**config.mk**
```make
export PLATFORM = sky130hd
export DESIGN_NAME = fifo_cov_mon
export DESIGN_NICKNAME = d
export VERILOG_FILES = /design/src/rtl/fifo_cov_pkg.sv /design/src/rtl/fifo_cov_track.sv /design/src/rtl/fifo_cov_bitmap.sv /design/src/rtl/fifo_cov_mon.sv
export SDC_FILE = /design/constraint.sdc
export NUM_CORES = 1
export LEC_CHECK = 0
export ABC_AREA = 1
export CORE_UTILIZATION = 53
export DETAILED_ROUTE_END_ITERATION = 8
export PLACE_DENSITY = 0.86
export SLEW_MARGIN = 30
export SYNTH_ARGS = -nofsm -noshare
export SYNTH_HDL_FRONTEND = slang
export SYNTH_SLANG_ARGS = --single-unit
export TNS_END_PERCENT = 10
```
**constraint.sdc**
```tcl
create_clock -name clk_i -period 8 [get_ports clk_i]
set_input_delay 1.6 -clock clk_i [delete_from_list [all_inputs] [get_ports clk_i]]
set_output_delay 1.6 -clock clk_i [all_outputs]
set_load 0.03 [all_outputs]
```
**src/rtl/fifo_cov_pkg.sv**
```systemverilog
package fifo_cov_pkg;
  localparam int NUM_STATES = 6;
  localparam int NUM_TRANS  = 28;
  localparam int ST_CNT_W   = 3;
  localparam int TR_CNT_W   = 5;

  typedef enum logic [2:0] {
    ST_EMPTY      = 3'd0,
    ST_EMPTY_WAIT = 3'd1,
    ST_EMPTY_NB   = 3'd2,
    ST_PART       = 3'd3,
    ST_FULL       = 3'd4,
    ST_FULL_WAIT  = 3'd5
  } cov_state_e;

  typedef enum logic [2:0] {
    OP_NONE    = 3'd0,
    OP_PUSH    = 3'd1,
    OP_PUSH_NB = 3'd2,
    OP_POP     = 3'd3,
    OP_POP_NB  = 3'd4,
    OP_PEEK    = 3'd5,
    OP_PEEK_NB = 3'd6,
    OP_RSVD    = 3'd7
  } fifo_op_e;

  typedef struct packed {
    logic       valid;
    cov_state_e nxt;
    logic [4:0] idx;
  } cov_step_t;

  // last_slot: this push fills the FIFO; last_item: this pop drains it
  function automatic cov_step_t cov_step(cov_state_e cur, fifo_op_e op,
                                         logic last_slot, logic last_item);
    cov_step_t s;
    logic [4:0] base;
    s.valid = 1'b0;
    s.nxt   = cur;
    s.idx   = 5'd0;
    base    = (cur == ST_EMPTY) ? 5'd0 : 5'd8;
    unique case (cur)
      ST_EMPTY, ST_EMPTY_NB: begin
        s.valid = 1'b1;
        unique case (op)
          OP_PUSH:    begin s.nxt = ST_PART;       s.idx = base;        end
          OP_PUSH_NB: begin s.nxt = ST_PART;       s.idx = base + 5'd1; end
          OP_POP:     begin s.nxt = ST_EMPTY_WAIT; s.idx = base + 5'd2; end
          OP_PEEK:    begin s.nxt = ST_EMPTY_WAIT; s.idx = base + 5'd3; end
          OP_POP_NB:  begin s.nxt = ST_EMPTY_NB;   s.idx = base + 5'd4; end
          OP_PEEK_NB: begin s.nxt = ST_EMPTY_NB;   s.idx = base + 5'd5; end
          default:    s.valid = 1'b0;
        endcase
      end
      ST_EMPTY_WAIT: begin
        s.valid = 1'b1;
        unique case (op)
          OP_PUSH:    begin s.nxt = ST_PART; s.idx = 5'd6; end
          OP_PUSH_NB: begin s.nxt = ST_PART; s.idx = 5'd7; end
          default:    s.valid = 1'b0;
        endcase
      end
      ST_PART: begin
        s.valid = 1'b1;
        unique case (op)
          OP_PUSH:    begin s.nxt = last_slot ? ST_FULL  : ST_PART; s.idx = last_slot ? 5'd15 : 5'd14; end
          OP_PUSH_NB: begin s.nxt = last_slot ? ST_FULL  : ST_PART; s.idx = last_slot ? 5'd17 : 5'd16; end
          OP_POP:     begin s.nxt = last_item ? ST_EMPTY : ST_PART; s.idx = last_item ? 5'd19 : 5'd18; end
          OP_POP_NB:  begin s.nxt = last_item ? ST_EMPTY : ST_PART; s.idx = last_item ? 5'd21 : 5'd20; end
          OP_PEEK:    s.idx = 5'd22;
          OP_PEEK_NB: s.idx = 5'd23;
          default:    s.valid = 1'b0;
        endcase
      end
      ST_FULL: begin
        s.valid = 1'b1;
        unique case (op)
          OP_POP:    begin s.nxt = ST_PART;      s.idx = 5'd24; end
          OP_POP_NB: begin s.nxt = ST_PART;      s.idx = 5'd25; end
          OP_PUSH:   begin s.nxt = ST_FULL_WAIT; s.idx = 5'd26; end
          default:   s.valid = 1'b0;
        endcase
      end
      ST_FULL_WAIT: begin
        if (op == OP_POP) begin
          s.valid = 1'b1;
          s.nxt   = ST_PART;
          s.idx   = 5'd27;
        end
      end
      default: s.valid = 1'b0;
    endcase
    if (!s.valid) s.nxt = cur;
    return s;
  endfunction
endpackage

```
**src/rtl/fifo_cov_track.sv**
```systemverilog
module fifo_cov_track
  import fifo_cov_pkg::*;
#(
  parameter int DEPTH = 16,
  parameter int OCC_W = $clog2(DEPTH + 1)
) (
  input  logic             clk_i,
  input  logic             rst_ni,
  input  logic [2:0]       op_i,
  input  logic [OCC_W-1:0] occ_i,
  output cov_state_e       state_o,
  output logic             rec_o,
  output cov_state_e       src_o,
  output cov_state_e       dst_o,
  output logic [4:0]       idx_o
);
  cov_state_e state_q;
  cov_step_t  step;
  logic       last_slot, last_item;

  assign last_slot = (int'(occ_i) + 1 == DEPTH);
  assign last_item = (int'(occ_i) == 1);
  assign step      = cov_step(state_q, fifo_op_e'(op_i), last_slot, last_item);

  always_ff @(posedge clk_i or negedge rst_ni) begin
    if (!rst_ni) state_q <= ST_EMPTY;
    else         state_q <= step.nxt;
  end

  assign state_o = state_q;
  assign rec_o   = step.valid;
  assign src_o   = state_q;
  assign dst_o   = step.nxt;
  assign idx_o   = step.idx;
endmodule

```
**src/rtl/fifo_cov_bitmap.sv**
```systemverilog
module fifo_cov_bitmap #(
  parameter int N  = 8,
  parameter int CW = $clog2(N + 1)
) (
  input  logic          clk_i,
  input  logic          rst_ni,
  input  logic          clr_i,
  input  logic [N-1:0]  set_i,
  output logic [N-1:0]  hit_o,
  output logic [CW-1:0] cnt_o
);
  logic [N-1:0] hit_q;

  always_ff @(posedge clk_i or negedge rst_ni) begin
    if (!rst_ni)    hit_q <= '0;
    else if (clr_i) hit_q <= '0;
    else            hit_q <= hit_q | set_i;
  end

  always_comb begin
    cnt_o = '0;
    for (int i = 0; i < N; i++) cnt_o = cnt_o + CW'(hit_q[i]);
  end

  assign hit_o = hit_q;
endmodule

```
**src/rtl/fifo_cov_mon.sv**
```systemverilog
module fifo_cov_mon
  import fifo_cov_pkg::*;
#(
  parameter int DEPTH = 16,
  parameter int CNT_W = 16,
  localparam int OCC_W = $clog2(DEPTH + 1)
) (
  input  logic                  clk_i,
  input  logic                  rst_ni,
  input  logic                  clr_i,
  input  logic [2:0]            op_i,
  input  logic [OCC_W-1:0]      occ_i,
  output logic [2:0]            state_o,
  output logic [NUM_STATES-1:0] state_hit_o,
  output logic [NUM_TRANS-1:0]  trans_hit_o,
  output logic [ST_CNT_W-1:0]   states_cov_o,
  output logic [TR_CNT_W-1:0]   trans_cov_o,
  output logic [CNT_W-1:0]      total_o
);
  cov_state_e            cur, src, dst;
  logic                  rec;
  logic [4:0]            idx;
  logic [NUM_STATES-1:0] st_set;
  logic [NUM_TRANS-1:0]  tr_set;
  logic [CNT_W-1:0]      total_q;

  fifo_cov_track #(.DEPTH(DEPTH), .OCC_W(OCC_W)) u_track (
    .clk_i, .rst_ni, .op_i, .occ_i,
    .state_o(cur), .rec_o(rec), .src_o(src), .dst_o(dst), .idx_o(idx)
  );

  assign st_set = rec ? ((NUM_STATES'(1) << src) | (NUM_STATES'(1) << dst)) : '0;
  assign tr_set = rec ? (NUM_TRANS'(1) << idx) : '0;

  fifo_cov_bitmap #(.N(NUM_STATES), .CW(ST_CNT_W)) u_st_map (
    .clk_i, .rst_ni, .clr_i, .set_i(st_set), .hit_o(state_hit_o), .cnt_o(states_cov_o)
  );

  fifo_cov_bitmap #(.N(NUM_TRANS), .CW(TR_CNT_W)) u_tr_map (
    .clk_i, .rst_ni, .clr_i, .set_i(tr_set), .hit_o(trans_hit_o), .cnt_o(trans_cov_o)
  );

  always_ff @(posedge clk_i or negedge rst_ni) begin
    if (!rst_ni)                  total_q <= '0;
    else if (clr_i)               total_q <= '0;
    else if (rec && ~&total_q)    total_q <= total_q + 1'b1;
  end

  assign state_o = cur;
  assign total_o = total_q;
endmodule

```
==> flow_metrics.tcl, run 1 <==
set metrics [dict create \
    fin_util_pct 69.4 \
    relSlewSlack_pct 46.3 \
    p_leak_nw 2.16 \
    cts_root_buf "clkbuf_8" \
    cts_resized 0 \
    start_util_pct 56.3 \
    antenna_cells 0 \
    end_kind "primary output" \
    syn_nets 515 \
    port_buffers 71 \
    synthCells 470 \
    placed_area_um2 4450 \
    synth_compound_gate_area_share_pct 8.81 \
    core_area_um2 6530 \
    ios 72 \
    p_per_area_nw_per_um2 314 \
    cts_hold_buffers 0 \
    finalSetupViolations 0 \
    dr_total_vias 3306 \
    muxShareOfSynthArea_pct 0 \
    hp-class "flip-flop to flip-flop" \
    grt_pass1_vias 3277 \
    synthSimpleGateAreaFrac_pct 26.3 \
    ys_types 28 \
    worst_clock_skew_ns 0.0141 \
    area_delta_synth_final_pct 23.3 \
    cts_max_path_buffers 2 \
    postCtsSetupRepairBufs 0 \
    grt_pass1_wl_mm 15.1 \
    grt.total_usage_pct 25.8 \
    tightest_slew_ns 0.802 \
    fin_crit_ns 7.53 \
    dr.first_iter.drc_count 245 \
    fin_area_um2 4530 \
    critical_path.startpoint_type "flip-flop" \
    row_count 29 \
    critical_path_class "flip-flop to primary output" \
    dr.pass1.iters 4 \
    pre_cts_ws_ns 0.795 \
    worstPathMaxFanout 3 \
    crit_arrival_ns 5.93 \
    fin_setup_tns_ns 0 \
    fp.dieH_um 85.3 \
    grt_max_degree 54 \
    synth_fa_ha_area_share_pct 16.3 \
    fin_nets 586 \
    r2r-start "u_track.src_o[0]" \
    period_share_pct 94.1 \
    gp_congestion 0.895 \
    required_ns 6.40 \
    avgSynthCellArea_um2 7.82 \
    syn_area_um2 3680 \
    status "finished, final reports clean" \
    hold_viol 0 \
    fmax_mhz 133 \
    rsz0062_at_grt "no" \
    die_area_um2 7280 \
    clock_latency_ns 0.31 \
    mostFrequentLayoutCell "nand2_1" \
    die_w_um 85.3 \
    drive_gt1_share_pct 6.09 \
    synth_top_family_by_area "simple AND/OR/NAND/NOR gates" \
    overflow 0 \
    cts_tree "built" \
    ant_nets 0 \
    peakVddDrop_uv 275 \
    max_cap_viol_count 0 \
    numCtsBuffers 5 \
    nFillCells 548 \
    finalMaxSlewViolations 0 \
    hold_ws_ns 0.537 \
    hold_path_startpoint "total_o[6]" \
    synth_seq_area_share_pct 36.1 \
    htreeDepth 2 \
    yosys_register_bits 53 \
    most-common-layout-cells "92 x nand2_1, 82 x inv_1, 70 x clkdlybuf4s50_1" \
    final.setup.worst_slack_ns 0.474 \
    drc 0 \
    clkTransAtPathRegs_ns 0.10 \
    synth_xor_area_share_pct 2.14 \
    ys.warnings.count 0 \
    drt-wirelength-per-cell_um 14.0 \
    viasPerCell 5.34 \
    clock-sinks 53 \
    wirelength_mm 8.64 \
    antenna_found_initial 0 \
    worstSetupStartpoint "u_tr_map.hit_o[0]" \
    dp_hpwl_mm 6.77 \
]
==> power by group <==
part | switching, mW | total (mW) | internal (mW) | leakage, nW
Clock | 0.0895 | 0.151 | 0.0619 | 0.0374
Sequential | 0.0434 | 0.351 | 0.307 | 0.728
Combinational | 0.590 | 0.923 | 0.333 | 1.39
==> stage by stage <==
step	total power, mW	std cells
after floorplan	0.978	470
after global placement	1.24	611
after detailed placement	1.27	611
after CTS	1.43	619
after global routing	1.54	619
final	1.43	619
==> worst paths after layout <==
check,to,slack (ns),depth (start not counted)
max in group asynchronous,u_st_map.hit_o[0],6.13,2
worst max register to register,u_tr_map.hit_o[5],5.73,8
worst max-delay path,trans_cov_o[4],0.47,13
worst min register to register,total_o[6],0.54,1
worst min-delay path,total_o[6],0.54,1
min in group asynchronous,u_tr_map.hit_o[17],1.41,2
==> sequential cells by signal (all words and copies together), names as in the netlist <==
signal          count
u_tr_map.hit_o     28
u_st_map.hit_o      6
u_track.src_o       3
total_o            16
==> synthesized netlist by cell type <==
| master | number | area [µm²] |
|---|---|---|
| a21oi_1 | 43 | 215 |
| buf_2 | 2 | 10.0 |
| buf_4 | 3 | 22.5 |
| clkbuf_1 | 4 | 15.0 |
| dfrtp_1 | 53 | 1330 |
| fa_1 | 23 | 460 |
| ha_1 | 11 | 138 |
| inv_1 | 82 | 308 |
| inv_2 | 7 | 26.3 |
| nand2_1 | 92 | 345 |
| nand2_2 | 2 | 12.5 |
| nand2_4 | 3 | 33.8 |
| nand3_1 | 38 | 190 |
| nand3_4 | 1 | 17.5 |
| nand4_1 | 6 | 37.5 |
| nor2_1 | 55 | 206 |
| nor2_2 | 4 | 25.0 |
| nor2_4 | 2 | 22.5 |
| nor3_1 | 7 | 35.0 |
| nor3_2 | 3 | 30.0 |
| nor4_1 | 2 | 12.5 |
| o211ai_2 | 1 | 12.5 |
| o21ai_0 | 11 | 55.1 |
| o21ai_1 | 1 | 5.00 |
| o22ai_1 | 1 | 6.26 |
| o31ai_1 | 4 | 30.0 |
| xnor2_1 | 2 | 17.5 |
| xor2_1 | 7 | 61.3 |
==> routing by layer <==
metal / wire length (µm) / GRT usage, %
met1: 3690 / 34.2
met2: 4320 / 44.8
met3: 551 / 4.47
met4: 81 / 5.61
met5: 0 / 0
==> critical path, cell delays in order, from the launching register on <==
cell             delay, ns
dfrtp_1               0.44
ha_1                  0.32
inv_1                 0.08
fa_1                  0.43
fa_1                  0.55
fa_1                  0.44
fa_1                  0.56
fa_1                  0.44
fa_1                  0.47
fa_1                  0.42
fa_1                  0.42
o21ai_0               0.21
xor2_1                0.15
clkdlybuf4s50_1       0.68
==> area by class of cell <==
type	count	area [µm²]	share of cell area (%)
clock inverter	2	15.0	0.331
tap	77	96.3	2.12
sequential	53	1330	29.2
clock buffer	6	72.6	1.60
timing repair buffer	73	721	15.9
multi-input combinational	319	1970	43.4
inverter	89	334	7.37
==> logic make-up after synthesis <==
logic type               count (synthesis)
XOR/XNOR                                 9
buffers and inverters                   98
flip-flops                              53
adder cells (fa/ha/maj)                 34
AO/OA/AOI/OAI                           61
AND/OR/NAND/NOR                        215
Power figures use the tool's default switching activity.
==> run 2, diff against run 1 <==
Settings changed: CAP_MARGIN from default to 20.
==> results of run 2 <==
The final DEF is identical to that of run 1; final timing and power are the same.
==> run 3, diff against run 2 <==
Settings changed: ABC_AREA 1 to default, CORE_UTILIZATION 53 to 54, PLACE_DENSITY 0.86 to 0.85, SYNTH_HIERARCHICAL from default to 1.
==> run 3 against run 2 <==
Core utilization down 2.5 points; cell count up 0.97%; sequential share of layout area down 2.1 points; worst setup slack better by 0.33 ns; critical path depth up 4; global-route usage down 0.32 points; combinational power down 26%; clock skew down 0.011 ns; register-to-register slack worse by 0.82 ns; critical path type unchanged; highest routed layer unchanged.
==> flow_metrics.tcl, run 3 <==
set metrics [dict create \
    ys_async_sr_fraction_pct 100 \
    port_buffers 71 \
    fmax_mhz 139 \
    ys_types 75 \
    relSlewSlack_pct 40.7 \
    clock-sinks 53 \
    critical_path_class "flip-flop to primary output" \
    end_kind "primary output" \
    tightest_slew_ns 0.886 \
    drt-wirelength-per-cell_um 15.5 \
    numCtsBuffers 5 \
    drc 0 \
    ios 72 \
    finalPower_mw 1.21 \
    fin_util_pct 66.9 \
    overflow 0 \
    cts_tree "built" \
    most-common-layout-cells "96 x nor2_1, 70 x clkdlybuf4s50_1, 53 x dfrtp_1" \
    gp_congestion 0.870 \
    stdcell_count 625 \
    antenna_found_initial 0 \
    core_area_um2 7290 \
    critical_path.startpoint_type "flip-flop" \
    worstPathMaxFanout 3 \
    antenna_cells 0 \
    wirelength_mm 9.67 \
    finalMaxSlewViolations 0 \
    syn_nets 516 \
    synth_top_area_share_pct 32.2 \
    cts_hold_buffers 0 \
    p_per_area_nw_per_um2 248 \
    dr_total_vias 3630 \
    worstSetupStartpoint "u_tr_map/hit_o[20]" \
    crit_arrival_ns 5.60 \
    mostFrequentLayoutCell "nor2_1" \
    status "finished, final reports clean" \
    die_w_um 89.3 \
    synth_ff_type "dfrtp_1" \
    multi_input_area_um2 2450 \
    area_delta_synth_final_pct 18.6 \
    p_leak_nw 2.11 \
    clock_latency_ns 0.31 \
    cts_resized 0 \
    htreeDepth 2 \
    row_count 31 \
    synth-edff-count 0 \
    cts_max_path_buffers 2 \
    synth.area.top_cells "dfrtp_1 32%, fa_1 11%, nor2_1 8.8%" \
    hp-class "flip-flop to flip-flop" \
    required_ns 6.40 \
    seq_area_um2 1330 \
    largest_register_ffs 28 \
    worst_clock_skew_ns 0.00349 \
    postCtsSetupRepairBufs 0 \
    max_cap_viol_count 0 \
    ant_nets 0 \
    yosysMostFrequentCell "nor2_1" \
    grt_pass1_wl_mm 15.8 \
    dr.first_iter.drc_count 294 \
    hold_path_startpoint "u_st_map/hit_o[5]" \
    fin_nets 570 \
    dp.cells 617 \
    grt.total_usage_pct 25.5 \
    hold_viol 0 \
    grt_pass1_vias 3360 \
    rsz0062_at_grt "no" \
    fp.dieH_um 89.3 \
    grt_max_degree 55 \
    drive_gt1_share_pct 5.70 \
    finalSetupViolations 0 \
    start_util_pct 56.4 \
    yosys.area.top_type "dfrtp_1" \
    yosys_register_bits 53 \
    avgSynthCellArea_um2 8.73 \
    fin_setup_tns_ns 0 \
    cts_root_buf "clkbuf_8" \
    fin_crit_ns 7.20 \
    r2r-start "u_track/src_o[2]" \
    clkTransAtPathRegs_ns 0.10 \
    period_share_pct 90.0 \
    nFillCells 603 \
    viasPerCell 5.81 \
    synth_commonest_cells "96 x nor2_1, 53 x dfrtp_1, 47 x inv_1" \
    dr.pass1.iters 4 \
    die_area_um2 7970 \
    dp_hpwl_mm 6.95 \
    peakVddDrop_uv 324 \
    synth_seq_area_share_pct 32.2 \
    synthCells 471 \
    syn_area_um2 4110 \
    ys.warnings.count 6 \
]
## run 3: cell types whose count changed after synthesis, moves of 7 or more
cell      previous run  this run
nand2_1             92        19
nor2_1              55        96
inv_1               82        47
a21oi_1             43        12
nand3_1             38         7
nor3_1               7        22
nor2b_1              0        11
nand2b_1             0         9
inv_2                7         0
## run 3: path summary, 6_finish.rpt
kind                                      end  slack [ns]  cells after the start
setup / recovery               trans_cov_o[4]        0.80                     17
hold reg to reg             u_st_map/hit_o[5]        0.54                      1
min in group asynchronous  u_tr_map/hit_o[21]        1.41                      2
hold / removal              u_st_map/hit_o[5]        0.54                      1
setup reg to reg            u_tr_map/hit_o[4]        4.91                      9
max in group asynchronous   u_st_map/hit_o[3]        6.14                      2
## run 3: worst max-delay path, cell delays in order, from the launching register on
cell and delay [ns]:
dfrtp_1 0.42, fa_1 0.55, inv_1 0.05, fa_1 0.48, inv_1 0.05, fa_1 0.48, inv_1 0.05, fa_1 0.51
fa_1 0.44, fa_1 0.46, inv_1 0.07, ha_1 0.16, inv_1 0.06, fa_1 0.39, nand2b_1 0.17, a21oi_2 0.13
xor2_1 0.15, clkdlybuf4s50_1 0.68
## run 3: cell type report
class | count | area share, %
tap | 99 | 2.54
multi-input combinational | 345 | 50.2
clock buffer | 7 | 1.56
inverter | 47 | 3.62
clock inverter | 1 | 0.154
timing repair buffer | 73 | 14.8
sequential | 53 | 27.2
## run 3: routing by layer
layer	wire (µm)	track usage [%]	part of all wire, %
met1	4100	34.1	42
met2	4890	43.8	51
met3	581	4.06	6.0
met4	95	5.92	0.98
met5	0	0	0
## run 3: kinds of logic after synthesis
family | after synthesis | share of synthesized area, %
AO/OA/AOI/OAI | 79 | 14.6
XOR/XNOR | 5 | 1.06
adder cells (fa/ha/maj) | 34 | 14.5
buffers and inverters | 73 | 8.24
flip-flops | 53 | 32.2
multiplexers | 8 | 2.07
AND/OR/NAND/NOR | 219 | 27.2
## run 3: power by group
part           switching, mW  internal [mW]
combinational          0.405          0.275
clock                 0.0903         0.0622
sequential            0.0790          0.301
## run 3: through the flow
| step | cell area (µm²) | hold WS (ns) | setup slack, ns |
|---|---|---|---|
| final | 4880 | 0.540 | 0.803 |
| after global routing | 4880 | 0.564 | 0.539 |
| after CTS | 4880 | 0.543 | 0.730 |
| after detailed placement | 4800 | 0.514 | 1.10 |
| after global placement | 4800 | 0.512 | 1.21 |
| after floorplan | 4110 | 0.677 | 1.49 |
